## config.mk

```make
export PLATFORM = sky130hd
export DESIGN_NAME = divcfg_loader
export DESIGN_NICKNAME = d
export VERILOG_FILES = /design/src/rtl/divcfg_pkg.sv /design/src/rtl/divcfg_sync.sv /design/src/rtl/divcfg_shift.sv /design/src/rtl/divcfg_active.sv /design/src/rtl/divcfg_loader.sv
export SDC_FILE = /design/constraint.sdc
export NUM_CORES = 1
export LEC_CHECK = 0
export ABC_AREA = 0
export ABC_CLOCK_PERIOD_IN_PS = 1600
export CAP_MARGIN = 20
export CORE_UTILIZATION = 52
export DETAILED_ROUTE_END_ITERATION = 7
export GPL_TIMING_DRIVEN = 0
export PLACE_DENSITY_LB_ADDON = 0.05
export SLEW_MARGIN = 40
export SYNTH_ARGS = -nofsm -noshare
export SYNTH_HDL_FRONTEND = slang
export SYNTH_SLANG_ARGS = --single-unit
```

## constraint.sdc

```tcl
create_clock -name clk -period 1.6 [get_ports clk]
set_input_delay 0.24 -clock clk [delete_from_list [all_inputs] [get_ports clk]]
set_output_delay 0.24 -clock clk [all_outputs]
set_load 0.05 [all_outputs]
```

## src/rtl/divcfg_pkg.sv

```systemverilog
`timescale 1ns/1ps
package divcfg_pkg;
   parameter int unsigned DIV_W  = 3;
   parameter int unsigned MI_W   = 6;
   parameter int unsigned MF_W   = 12;
   parameter int unsigned DS_W   = 2;
   parameter int unsigned TS_W   = 2;
   localparam int unsigned FRAME_W = TS_W + 3 * DIV_W + DS_W + MI_W + MF_W;

   localparam logic [DIV_W-1:0] OUT_DIV_DEFAULT = DIV_W'(3);
   localparam logic [TS_W-1:0]  TEST_FROM_SHIFT = TS_W'(1);

   // field order equals frame order, MSB first
   typedef struct packed {
      logic [TS_W-1:0]  tsel;
      logic [DIV_W-1:0] nb;
      logic [DIV_W-1:0] na;
      logic [DIV_W-1:0] pdiv;
      logic [DS_W-1:0]  dsel;
      logic [MI_W-1:0]  mint;
      logic [MF_W-1:0]  mfrac;
   } cfg_t;
endpackage

```

## src/rtl/divcfg_sync.sv

```systemverilog
`timescale 1ns/1ps
module divcfg_sync #(
   parameter int unsigned STAGES  = 2,
   parameter logic        RST_VAL = 1'b0
) (
   input  logic clk,
   input  logic rst_n,
   input  logic d,
   output logic q
);
   if (STAGES < 2) begin : g_bad_stages
      $error("divcfg_sync needs at least two stages");
   end

   logic [STAGES-1:0] chain;

   always_ff @(posedge clk) begin
      if (!rst_n) chain <= {STAGES{RST_VAL}};
      else        chain <= {chain[STAGES-2:0], d};
   end

   assign q = chain[STAGES-1];
endmodule

```

## src/rtl/divcfg_shift.sv

```systemverilog
`timescale 1ns/1ps
module divcfg_shift
   import divcfg_pkg::*;
(
   input  logic               clk,
   input  logic               rst_n,
   input  logic               shift_en,
   input  logic               sclk,
   input  logic               sdata,
   output logic [FRAME_W-1:0] sr_q,
   output logic [FRAME_W-1:0] sr_next
);
   logic sclk_prev;
   logic step;

   assign step    = shift_en && sclk && !sclk_prev;
   assign sr_next = step ? {sr_q[FRAME_W-2:0], sdata} : sr_q;

   always_ff @(posedge clk) begin
      if (!rst_n) begin
         sclk_prev <= 1'b0;
         sr_q      <= '0;
      end else begin
         sclk_prev <= sclk;
         sr_q      <= sr_next;
      end
   end

   // without a qualified serial edge the register keeps its contents
   assert_shift_hold_R4: assert property (@(posedge clk) disable iff (!rst_n)
      !step |=> $stable(sr_q));
endmodule

```

## src/rtl/divcfg_active.sv

```systemverilog
`timescale 1ns/1ps
module divcfg_active
   import divcfg_pkg::*;
(
   input  logic               clk,
   input  logic               rst_n,
   input  logic               par_mode,
   input  logic               ser_track,
   input  logic [MI_W-1:0]    par_m,
   input  logic [DIV_W-1:0]   par_na,
   input  logic [DIV_W-1:0]   par_nb,
   input  logic [FRAME_W-1:0] sr_next,
   output cfg_t               cfg_q
);
   always_ff @(posedge clk) begin
      if (!rst_n) begin
         cfg_q      <= '0;
         cfg_q.na   <= OUT_DIV_DEFAULT;
         cfg_q.nb   <= OUT_DIV_DEFAULT;
         cfg_q.mint <= par_m;
      end else if (par_mode) begin
         cfg_q.mint <= par_m;
         cfg_q.na   <= par_na;
         cfg_q.nb   <= par_nb;
      end else if (ser_track) begin
         cfg_q <= cfg_t'(sr_next);
      end
   end

   assert_par_follow_R1: assert property (@(posedge clk) disable iff (!rst_n)
      par_mode |=> (cfg_q.mint == $past(par_m) && cfg_q.na == $past(par_na)
                    && cfg_q.nb == $past(par_nb)));

   assert_par_no_frac_R3: assert property (@(posedge clk) disable iff (!rst_n)
      par_mode |=> ($stable(cfg_q.mfrac) && $stable(cfg_q.pdiv)
                    && $stable(cfg_q.dsel) && $stable(cfg_q.tsel)));

   // no active load path means the settings are frozen
   assert_idle_hold_R6: assert property (@(posedge clk) disable iff (!rst_n)
      (!par_mode && !ser_track) |=> $stable(cfg_q));
endmodule

```

## src/rtl/divcfg_loader.sv

```systemverilog
`timescale 1ns/1ps
module divcfg_loader
   import divcfg_pkg::*;
#(
   parameter int unsigned SYNC_STAGES = 2
) (
   input  logic             clk,
   input  logic             rst_n,
   input  logic             par_load_n,
   input  logic [MI_W-1:0]  par_m,
   input  logic [DIV_W-1:0] par_na,
   input  logic [DIV_W-1:0] par_nb,
   input  logic             ser_clk,
   input  logic             ser_data,
   input  logic             ser_load,
   output logic [DIV_W-1:0] pre_div,
   output logic [MI_W-1:0]  m_int,
   output logic [MF_W-1:0]  m_frac,
   output logic [DIV_W-1:0] n_a,
   output logic [DIV_W-1:0] n_b,
   output logic [DS_W-1:0]  frac_mode,
   output logic             test_out
);
   localparam int unsigned NUM_CTL = 4;
   // index: 0 data, 1 serial clock, 2 transfer line, 3 parallel strobe
   localparam logic [NUM_CTL-1:0] CTL_RST = 4'b1000;

   logic [NUM_CTL-1:0] ctl_raw, ctl_s;
   assign ctl_raw = {par_load_n, ser_load, ser_clk, ser_data};

   for (genvar gi = 0; gi < NUM_CTL; gi++) begin : g_sync
      divcfg_sync #(.STAGES(SYNC_STAGES), .RST_VAL(CTL_RST[gi])) u_sync (
         .clk(clk), .rst_n(rst_n), .d(ctl_raw[gi]), .q(ctl_s[gi]));
   end

   logic strobe_s, load_s;
   assign strobe_s = ctl_s[3];
   assign load_s   = ctl_s[2];

   logic [FRAME_W-1:0] sr_q, sr_next;
   cfg_t               cfg;

   divcfg_shift u_shift (
      .clk(clk), .rst_n(rst_n), .shift_en(strobe_s),
      .sclk(ctl_s[1]), .sdata(ctl_s[0]), .sr_q(sr_q), .sr_next(sr_next));

   divcfg_active u_active (
      .clk(clk), .rst_n(rst_n), .par_mode(!strobe_s),
      .ser_track(strobe_s && load_s), .par_m(par_m), .par_na(par_na),
      .par_nb(par_nb), .sr_next(sr_next), .cfg_q(cfg));

   assign pre_div   = cfg.pdiv;
   assign m_int     = cfg.mint;
   assign m_frac    = cfg.mfrac;
   assign n_a       = cfg.na;
   assign n_b       = cfg.nb;
   assign frac_mode = cfg.dsel;
   assign test_out  = strobe_s && (cfg.tsel == TEST_FROM_SHIFT) && sr_q[FRAME_W-1];

   assert_track_R7: assert property (@(posedge clk) disable iff (!rst_n)
      (strobe_s && load_s) |=> (cfg == cfg_t'(sr_q)));

   assert_test_quiet_R8: assert property (@(posedge clk) disable iff (!rst_n)
      (cfg.tsel != TEST_FROM_SHIFT) |-> !test_out);
endmodule

```

* After elaboration in Yosys (flattened, before gate mapping) *
Cells that the tools add are included.

cells by class
  bitwise operators = 0
  divide/modulo/power cells = 0
  shift-type cells = 0
  multiply operators = 0
  order comparisons = 0
  equality and inequality tests = 3
  add/sub/neg operators = 0
  muxes and demuxes = 6
  reduce and logical (&&, ||, !) cells = 7

operators with widths
  operator            count
  $mux 31             2
  $mux 18             1
  $mux 12             1
  $mux 6              2
  $logic_and 1x1->1   5
  $ne 3x2->1 const B  1
  $eq 2x1->1 const B  1
  $ne 2x1->1 const B  1
  $reduce_and 2->1    1
  $logic_not 1->1     1

storage, ports and cells
  input port bits = 18
  bits in read-only memories = 0
  memory bits (writable) = 0
  register bits after elaboration = 71
  memories kept = 0
  latch bits = 0

* Longest topological paths before layout *
  word-level depth = 6
  mapped depth = 5
  gate-level depth less buffers = 3

* Cells and area by module *
From an unflattened synthesis, not the netlist that was laid out.

unflattened totals
  cell total of the unflattened synthesis = 298
  area total of the unflattened synthesis = 3164.3 µm²

by module, submodules not included
  module         cells each  area an instance (µm²)  instances
  divcfg_shift   139         1626.6                  1
  divcfg_active  140         1306.3                  1
  divcfg_sync    4           52.6                    4
  divcfg_loader  3           21.3                    1

* Worst setup path after synthesis *
No wires, ideal clock.

  kind = flip-flop to output port
  start = reg g_sync[3].u_sync.chain[1]
  end = out test_out
  path slack = 0.198 ns
  cell stages (with the launch flop) = 3
  data arrival time = 1.162 ns
  cells stage by stage = dfxtp_1 -> clkbuf_1 -> and4b_1

between the ends
  word-level cells in the longest chain between the ends = 2

RTL lines
  item                             RTL line             source
  start, declared                  divcfg_sync.sv:15    logic [STAGES-1:0] chain;
  start signal, assigned           divcfg_sync.sv:18    if (!rst_n) chain <= {STAGES{RST_VAL}};
  start signal, assigned           divcfg_sync.sv:19    else chain <= {chain[STAGES-2:0], d};
  $logic_and 1x1->1 (2 in series)  divcfg_loader.sv:58  assign test_out = strobe_s && (cfg.tsel == TEST_FROM_SHIFT) && sr_q[FRAME_W-1];
  end, declared                    divcfg_loader.sv:22  output logic test_out

No other way between the ends.

* Worst setup path after layout *
  start = reg u_active.cfg_q[19] (netlist name)
  end = out frac_mode[1]

RTL lines
  item                    RTL line             source
  start, declared         divcfg_active.sv:13  output cfg_t cfg_q
  start signal, assigned  divcfg_active.sv:26  cfg_q <= cfg_t'(sr_next);
  end, declared           divcfg_loader.sv:21  output logic [DS_W-1:0] frac_mode,

No word-level cell between the ends.

==> results.sh <==
export IMPL_cts_inserted_buffers=9
export IMPL_syn2layout_area_growth_pct=24.81
export IMPL_cp_slowest_cell="sky130_fd_sc_hd__dlygate4sd2_1"
export IMPL_mapped_nets=286
export IMPL_synth_top_cell_area_share_pct=46.41
export IMPL_timing_max_transition_violations_final=0
export IMPL_num_nets_final=342
export IMPL_cts_tree="yes"
export IMPL_netlist_instances=268
export IMPL_layout_drive_gt1_share_pct=17.63
export IMPL_port_buffers=47
export IMPL_antenna_cells=0
export IMPL_cts_root_buf="sky130_fd_sc_hd__clkbuf_8"
export IMPL_cap_viol_max_count=0
export IMPL_ant_nets=0
export IMPL_detailed_router_iteration_count_before_antenna_repair=6
export IMPL_timing_fmax_ghz=0.6534
export IMPL_avgRoutedWirePerCell_um=12.46
export IMPL_clk_latency_ps=340
export IMPL_outcome="finished, final reports clean"
export IMPL_dr_first_iter_drc_count=78
export IMPL_vias_per_cell=4.852
export IMPL_post_layout_util_pct=68.09
export IMPL_startpoint="u_active.cfg_q[19]"
export IMPL_worstSetupPathType="reg -> out"
export IMPL_worst_slew_pin_transition_ps=493.0
export IMPL_finClkSkew_ps=9.078
export IMPL_detailedPlace_worstSlack_ps=-518.9
export IMPL_clock_sinks=71
export IMPL_clock_pin_slew_worst_setup_and_hold_paths_ps=80
export IMPL_synthDominantAreaCellType="sky130_fd_sc_hd__dfxtp_1"
export IMPL_setup_viol=0
export IMPL_effective_utilization_at_floorplan_pct=54.55
export IMPL_ys_warnings_count=0
export IMPL_crit_end="frac_mode[1]"
export IMPL_cpPeakStageDelay_ps=510
export IMPL_core_um2=5140
export IMPL_synth_sequential_area_ratio_pct=52.83
export IMPL_finish_instance_area_um2=3500
export IMPL_worst_r2r_startpoint="u_shift.sclk_prev"
export IMPL_synth_avg_cell_area_um2=10.46
export IMPL_fin_hold_ws_ps=411.6
export IMPL_slew_limit_headroom_pct=67.26
export IMPL_die_area_um2=5690
export IMPL_post_cts_buffers=0
export IMPL_critical_path_max_fanout=2
export IMPL_first_global_vias=1768
export IMPL_pin_count_of_the_biggest_net_entering_global_routing=20
export IMPL_netlist_top_cells_area="sky130_fd_sc_hd__dfxtp_1, sky130_fd_sc_hd__mux2i_1, sky130_fd_sc_hd__buf_4, sky130_fd_sc_hd__nor2b_1, sky130_fd_sc_hd__edfxtp_1"
export IMPL_final_setup_worst_slack_ps=69.54
export IMPL_drt_drc_violations_left=0
export IMPL_cts_max_path_buffers=2
export IMPL_setup_worst_path_end_class="output pin"
export IMPL_rsz0062_at_grt="no"
export IMPL_die_h_um=75.43
export IMPL_synthesis_area_um2=2804
export IMPL_regToRegEndpoint="u_active.cfg_q[13]"
export IMPL_place_detailed_instances=385
export IMPL_cell_count_of_the_worst_reg_to_reg_path=4
export IMPL_final_cells=399
export IMPL_ctsHtreeMaxLevel=3
export IMPL_fillCellCount=449
export IMPL_required_ps=1360
export IMPL_ys_seq_elements=71
export IMPL_multi_input_comb_area_um2=1015
export IMPL_worst_endpoint_arrival_ps=1290
export IMPL_vias=1936
export IMPL_vdd_ir_drop_max_v=0.0009567
export IMPL_synth_cell_type_count=24
export IMPL_powerDensity_nw_per_um2=1025
export IMPL_grt_util_all_layers_pct=19.55
export IMPL_rrSetupSlack_ps=250
export IMPL_cp_cell_sequence="buf_4 -> dlygate4sd2_1"
export IMPL_overflow=0
export IMPL_sequential_cell_area_um2=1485
export IMPL_cts_hold_buffers_added=0
export IMPL_detailed_place_area_um2=3362
export IMPL_post_dp_hpwl_mm=3.549
export IMPL_placementRows=26
export IMPL_leakage_nw=1.637
export IMPL_die_x_um=75.43
export IMPL_post_route_period_util_pct=95.65
export IMPL_wire_length_of_the_first_global_routing_pass_mm=7.941
export IMPL_route_final_wire_length_mm=4.971
export IMPL_clock_period_minus_worst_slack_ps=1530
export IMPL_hold_path_class="reg -> reg"
export IMPL_finalHoldViolations=0
export IMPL_gp_congestion=0.8055
export IMPL_initial_antenna_violation_count=0
export IMPL_boundaryPins=48
export IMPL_worst_setup_path_start_kind="flip-flop"
-- cells by family after synthesis --
| logic type | share of synthesized area (%) |
|---|---|
| compound gates | 10.71 |
| mux | 11.07 |
| buf+inv | 10.98 |
| simple gates | 14.41 |
| flops | 52.83 |
-- area by class of cell --
| type | count | share of cell area [%] |
|---|---|---|
| inverter | 1 | 0.1073 |
| clock buffer | 10 | 3.933 |
| multi-input combinational | 150 | 29.00 |
| timing repair buffer | 47 | 12.37 |
| tap | 70 | 2.503 |
| clock inverter | 6 | 1.037 |
| sequential | 71 | 42.44 |
| buffer | 44 | 8.616 |
-- cells in the mapped netlist, drive strengths merged --
cell and count:
nand2 8, and3b 2, nor2b 31, and4b 1, dfxtp 65, buf 36, clkbuf 10, nand2b 7
nor2 2, nand3 5, o31ai 8, o2111ai 4, mux2i 31, o21ai 19, a21oi 19, a211oi 2
inv 1, and2 8, edfxtp 6, nand3b 3
-- where the power goes --
part	switching, mW	internal (mW)
sequential	0.0252	1.85
clock	0.645	0.596
combinational	0.277	0.193
total	0.947	2.64
-- critical path: cells and delay by family (launching register included) --
| family | cells | cell delay [ps] |
|---|---|---|
| buffers and inverters | 2 | 610 |
| flip-flops | 1 | 340 |
-- layer usage --
| layer | track usage (%) | part of all wire [%] |
|---|---|---|
| met1 | 23.57 | 48 |
| met4 | 9.259 | 0.93 |
| met5 | 0 | 0 |
| met2 | 31.55 | 48 |
| met3 | 6.614 | 3.6 |
-- cells in the final DEF (no fill, tap or decap), drive strengths merged --
cell type,instances
and3b,2
nand3b,3
dlygate4sd2,27
inv,1
and2,8
and4b,1
edfxtp,6
clkdlybuf4s50,17
nand2b,7
mux2i,31
nor2,2
clkinvlp,1
dfxtp,65
o2111ai,4
a21oi,19
o21ai,19
nor2b,31
buf,38
o31ai,8
clkinv,5
nand2,8
nand3,5
clkbuf,18
a211oi,2
clkdlybuf4s15,1
-- through the flow --
stage / setup TNS (ps) / total power [mW]
after CTS: 0 / 3.618
after global routing: 0 / 3.732
after detailed placement: -5197 / 2.423
after floorplan: 0 / 2.263
final: 0 / 3.586
after global placement: -5027 / 2.418
-- state kept, by name (all words and copies together), names as in the netlist --
| name | flops |
|---|---|
| u_shift.sclk_prev | 1 |
| g_sync.u_sync.chain | 8 |
| u_active.cfg_q | 31 |
| u_shift.sr_q | 31 |
-- how the worst min path moves through the flow --
stage | from | end | cells after the start
final | g_sync[3].u_sync.chain[0] | g_sync[3].u_sync.chain[1] | 1
after global routing | g_sync[3].u_sync.chain[0] | g_sync[3].u_sync.chain[1] | 1
after CTS | g_sync[3].u_sync.chain[0] | g_sync[3].u_sync.chain[1] | 1
after detailed placement | g_sync[3].u_sync.chain[0] | g_sync[3].u_sync.chain[1] | 1
after global placement | g_sync[3].u_sync.chain[0] | g_sync[3].u_sync.chain[1] | 1
after floorplan | par_load_n | g_sync[3].u_sync.chain[0] | 1
-- timing repair --
action                                  in CTS  in global routing
cloned                                       0                  0
resized for setup                           39                  7
endpoints found under the setup margin      36                 14
(Power assumes the default switching activity.)
